==> config.mk <==
export PLATFORM = sky130hd
export DESIGN_NAME = irq_front
export DESIGN_NICKNAME = d
export VERILOG_FILES = /design/src/rtl/irq_pkg.sv /design/src/rtl/irq_sync.sv /design/src/rtl/irq_sr_ctl.sv /design/src/rtl/irq_next_pc.sv /design/src/rtl/irq_front.sv
export SDC_FILE = /design/constraint.sdc
export NUM_CORES = 1
export LEC_CHECK = 0
export BUFFER_PORTS_ARGS = -buffer_cell sky130_fd_sc_hd__buf_2
export CAP_MARGIN = 20
export CORE_MARGIN = 2
export CORE_UTILIZATION = 36
export DETAILED_ROUTE_END_ITERATION = 8
export PLACE_DENSITY = 0.82
export REMOVE_ABC_BUFFERS = 1
export SYNTH_ARGS = -nofsm -noshare
export SYNTH_HDL_FRONTEND = slang
export SYNTH_SLANG_ARGS = --single-unit
==> constraint.sdc <==
create_clock -name clk_i -period 1.46 [get_ports clk_i]
set_input_delay 0.073 -clock clk_i [delete_from_list [all_inputs] [get_ports clk_i]]
set_output_delay 0.073 -clock clk_i [all_outputs]
set_load 0.05 [all_outputs]
==> src/rtl/irq_pkg.sv <==
package irq_pkg;
  typedef enum logic [1:0] {
    PC_SEL_INCR    = 2'd0,
    PC_SEL_JUMP    = 2'd1,
    PC_SEL_REG     = 2'd2,
    PC_SEL_SYSCALL = 2'd3
  } pc_sel_e;
endpackage

==> src/rtl/irq_sync.sv <==
module irq_sync #(
  parameter int unsigned STAGES = 2
) (
  input  logic clk_i,
  input  logic rst_ni,
  input  logic d_i,
  output logic q_o
);
  logic [STAGES-1:0] chain_q;

  for (genvar g = 0; g < STAGES; g++) begin : g_stage
    if (g == 0) begin : g_first
      always_ff @(posedge clk_i or negedge rst_ni) begin
        if (!rst_ni) chain_q[0] <= 1'b0;
        else         chain_q[0] <= d_i;
      end
    end else begin : g_rest
      always_ff @(posedge clk_i or negedge rst_ni) begin
        if (!rst_ni) chain_q[g] <= 1'b0;
        else         chain_q[g] <= chain_q[g-1];
      end
    end
  end

  assign q_o = chain_q[STAGES-1];
endmodule

==> src/rtl/irq_sr_ctl.sv <==
module irq_sr_ctl (
  input  logic clk_i,
  input  logic rst_ni,
  input  logic req_s_i,
  input  logic en_i,
  input  logic dis_i,
  input  logic done_i,
  output logic alert_o,
  output logic ack_o
);
  logic mask_q, ack_q;
  logic accept;

  // gated request: synchronized and not masked
  assign accept = req_s_i & ~mask_q;

  // mask flop: disable > accept > enable; reset masked
  always_ff @(posedge clk_i or negedge rst_ni) begin
    if (!rst_ni)             mask_q <= 1'b1;
    else if (dis_i || accept) mask_q <= 1'b1;
    else if (en_i)           mask_q <= 1'b0;
  end

  // acknowledge flop
  always_ff @(posedge clk_i or negedge rst_ni) begin
    if (!rst_ni)                 ack_q <= 1'b0;
    else if (accept)             ack_q <= 1'b1;
    else if (!req_s_i || done_i) ack_q <= 1'b0;
  end

  assign alert_o = accept;
  assign ack_o   = ack_q;

  p_alert_pulse_r3: assert property (@(posedge clk_i) disable iff (!rst_ni)
    alert_o |=> !alert_o);
  p_accept_masks_r4: assert property (@(posedge clk_i) disable iff (!rst_ni)
    alert_o |=> mask_q);
  p_ack_follows_r5: assert property (@(posedge clk_i) disable iff (!rst_ni)
    alert_o |=> ack_o);
  p_ack_drops_r6: assert property (@(posedge clk_i) disable iff (!rst_ni)
    (!alert_o && (!req_s_i || done_i)) |=> !ack_o);
  p_dis_wins_r7: assert property (@(posedge clk_i) disable iff (!rst_ni)
    dis_i |=> mask_q);
  p_en_clears_r7: assert property (@(posedge clk_i) disable iff (!rst_ni)
    (en_i && !dis_i && !alert_o) |=> !mask_q);
endmodule

==> src/rtl/irq_next_pc.sv <==
module irq_next_pc
  import irq_pkg::*;
#(
  parameter int unsigned      PC_W       = 30,
  parameter logic [PC_W-1:0]  HANDLER_PC = '0,
  parameter logic [PC_W-1:0]  SYSCALL_PC = '0
) (
  input  logic            alert_i,
  input  logic [1:0]      sel_i,
  input  logic [PC_W-1:0] incr_i,
  input  logic [PC_W-1:0] jump_i,
  input  logic [PC_W-1:0] reg_i,
  output logic [PC_W-1:0] next_pc_o
);
  logic [PC_W-1:0] base_pc;

  always_comb begin
    unique case (pc_sel_e'(sel_i))
      PC_SEL_INCR:    base_pc = incr_i;
      PC_SEL_JUMP:    base_pc = jump_i;
      PC_SEL_REG:     base_pc = reg_i;
      PC_SEL_SYSCALL: base_pc = SYSCALL_PC;
      default:        base_pc = incr_i;
    endcase
  end

  assign next_pc_o = alert_i ? HANDLER_PC : base_pc;
endmodule

==> src/rtl/irq_front.sv <==
module irq_front #(
  parameter int unsigned     PC_W        = 30,
  parameter int unsigned     SYNC_STAGES = 2,
  parameter logic [PC_W-1:0] HANDLER_PC  = 30'h0020_0060,
  parameter logic [PC_W-1:0] SYSCALL_PC  = 30'h0010_0040
) (
  input  logic            clk_i,
  input  logic            rst_ni,
  input  logic            irq_req_i,
  input  logic            int_en_i,
  input  logic            int_dis_i,
  input  logic            int_done_i,
  input  logic [1:0]      pc_sel_i,
  input  logic [PC_W-1:0] pc_incr_i,
  input  logic [PC_W-1:0] jump_tgt_i,
  input  logic [PC_W-1:0] reg_tgt_i,
  output logic            int_ack_o,
  output logic            int_alert_o,
  output logic [PC_W-1:0] next_pc_o
);
  logic req_s;

  irq_sync #(.STAGES(SYNC_STAGES)) u_sync (
    .clk_i  (clk_i),
    .rst_ni (rst_ni),
    .d_i    (irq_req_i),
    .q_o    (req_s)
  );

  irq_sr_ctl u_ctl (
    .clk_i   (clk_i),
    .rst_ni  (rst_ni),
    .req_s_i (req_s),
    .en_i    (int_en_i),
    .dis_i   (int_dis_i),
    .done_i  (int_done_i),
    .alert_o (int_alert_o),
    .ack_o   (int_ack_o)
  );

  irq_next_pc #(
    .PC_W       (PC_W),
    .HANDLER_PC (HANDLER_PC),
    .SYSCALL_PC (SYSCALL_PC)
  ) u_npc (
    .alert_i   (int_alert_o),
    .sel_i     (pc_sel_i),
    .incr_i    (pc_incr_i),
    .jump_i    (jump_tgt_i),
    .reg_i     (reg_tgt_i),
    .next_pc_o (next_pc_o)
  );

  p_handler_steer_r8: assert property (@(posedge clk_i) disable iff (!rst_ni)
    int_alert_o |-> (next_pc_o == HANDLER_PC));
endmodule

==> flow_summary.toml <==
[layout]
stdcell_count = 320
fillers = 297
diodes = 0
layout_commonest_cell = "buf_2"
area_growth_pct = 81.3
drive_gt1_share_pct = 70.1
design_area_um2 = 2290
most-common-layout-cells = "99 x buf_2, 36 x a211oi_2, 28 x nand2b_1, 28 x buf_6, 27 x nor2b_1"
final_nets = 373

[floorplanning]
die_h_um = 63.3
io_pins = 130
fp.dieW_um = 63.3
die_area_um2 = 4000
rows = 21
start_util_pct = 37.6
core_area_um2 = 3360

[synthesis]
yosysUniqueCellTypes = 21
synth-seq-cells = 4
yosysSeqAreaShare_pct = 8.01
synth_compound_area_share_pct = 48.6
synth_top_family_by_area = "compound AO/OA/AOI/OAI gates"
synth_area_per_cell_um2 = 8.61
synth_ff_type = "dfrtp_1"
synth_edf_count = 0
synth_xor_area_share_pct = 0
synth_area_um2 = 1260
syn_inst = 147
synthAdderAreaFrac_pct = 0
synth-simple-area-share_pct = 28.7
synthMuxAreaShare_pct = 3.56
yosysWarningCount = 0
ys_async_sr_fraction_pct = 100

[worst_setup_path]
cp-start-kind = "flip-flop"
endpoint_kind = "primary output"
worstPathMaxFanout = 8
path_class = "flip-flop to primary output"
cp.required_ns = 1.39
arrival_ns = 1.48

[global_route]
grt_max_degree = 59
grt_pass1_wl_um = 6710
antenna_found_initial = 0
grt.total_usage_pct = 20.9
grt_pass1_vias = 1600
grt_overflow = 0

[sta]
setup_viol = 25
hold_slack_ns = 0.0235
fin_ws_ns = -0.0896
hold_viol_final = 0
fin_tns_setup_ns = -0.881
worst_slew_pin_slew_ns = 0.390
period_needed_ns = 1.55
max_slew_margin_pct = 73.8
rsz0062_at_grt = "yes"
skew_ns = 0.00576
slew_violations = 0
post-route-period-util_pct = 106
max_freq_ghz = 0.645

[job]
cap_viol_max_count = 0

[clocking]
clockBufferDepth = 2
cts_sinks = 4
cts_root_buf = "clkbuf_4"
numCtsBuffers = 3
cts_tree = "yes"
clk_latency_ns = 0.24
clkTransAtPathRegs_ns = 0.04
htree_levels = 1

[place]
dp_cells = 310
routabilityCongestion = 0.685
portBuffers = 129
dp_hpwl_um = 3150
placed_area_um2 = 1930

[drt]
drt_iter0_drc = 39
viasPerCell = 5.07
firstDrtPassIters = 4
routed_wl_um = 4640
wire_per_inst_um = 14.5
wl_met3_um = 371
vias = 1623
route.met2.wl_um = 2600
m1WireLength_um = 1580
top_layer = "met4"
drtAntennaViolNets = 0
drcViolationCount = 0

[run_status]
status = "finished with violations"
violations = "negative setup slack"

[pwr]
powerDensity_nw_per_um2 = 576
vdd_drop_max_mv = 0.611
p_leak_nw = 1.01

[min_path]
hold_class = "input port to flip-flop"
[per-layer routing]
layer / track usage [%] / vias up
met5: 0 / -
met4: 7.07 / 0
met3: 5.71 / 10
met2: 42.3 / 82
met1: 19.8 / 738
li1: - / 793
[cells in the mapped netlist, types with 2 or more instances]
cell / n / area (um2)
mux2i_1: 3 / 30.0
buf_12: 2 / 40.0
a21oi_1: 3 / 15.0
buf_2: 12 / 60.1
nor2_1: 2 / 7.51
a211oi_1: 18 / 135
a211oi_2: 34 / 425
o21ai_1: 2 / 10.0
clkbuf_1: 3 / 11.3
dfrtp_1: 3 / 75.1
nor2b_1: 28 / 175
nand2b_1: 28 / 175
[logic make-up (layout without fill, tap and decap cells)]
group	count (synthesis)	in the layout
buffers and inverters	20	146
AND/OR/NAND/NOR	59	60
flip-flops	4	4
multiplexers	4	4
AO/OA/AOI/OAI	60	60
[timing repair]
item | in CTS | in global routing
setup buffers | 3 | 0
hold endpoints to repair | 5 | 0
pin swaps | 1 | 0
gates cloned | 1 | 0
resized for setup | 60 | 17
hold buffers | 2 | 0
endpoints found under the setup margin | 24 | 30
[layout make-up]
type	count	area (um2)	area share, %
inverters	1	3.75	0.164
well taps	46	57.6	2.51
repair buffers	141	971	42.3
clock buffers	4	26.3	1.15
flip-flops and latches	4	101	4.42
multi-input cells	124	1130	49.4
[flip-flops by register name, summed over array words and instances, names as in the netlist]
name            cells
u_ctl.ack_o         1
u_ctl.mask_q        1
u_sync.chain_q      1
u_sync.q_o          1
[path summary, 6_finish.rpt]
check | start | endpoint | slack [ns] | depth (start not counted)
worst max-delay path | u_ctl.mask_q | next_pc_o[12] | -0.09 | 4
worst min-delay path | int_dis_i | u_ctl.mask_q | 0.02 | 2
worst max register to register | u_ctl.mask_q | u_ctl.mask_q | 0.44 | 2
worst min register to register | u_sync.chain_q[0] | u_sync.q_o | 0.39 | 0
max in group asynchronous | rst_ni | u_ctl.mask_q | 1.09 | 2
min in group asynchronous | rst_ni | u_sync.chain_q[0] | 0.16 | 2
[per-stage QoR]
stage / worst slack [ns] / utilization, % / power (mW)
after floorplan: -2.12 / - / 0.655
after global placement: 0.131 / 57.3 / 0.959
after detailed placement: 0.110 / 57.3 / 0.974
after CTS: -0.0605 / 65.9 / 1.27
after global routing: -0.119 / 68.2 / 1.39
final: -0.0896 / 68.2 / 1.32
[worst max-delay path, stage by stage, from the launching register on]
cell and delay [ns]:
dfstp_2 0.57, nor2b_4 0.07, buf_4 0.19, a211oi_2 0.21, buf_6 0.20
[where the power goes]
| group | total, mW | internal (mW) | switching [mW] |
|---|---|---|---|
| sequential | 0.126 | 0.120 | 0.00626 |
| combinational | 1.04 | 0.433 | 0.602 |
| clock | 0.159 | 0.103 | 0.0561 |
Note: power is estimated with default switching activity, not from simulation.
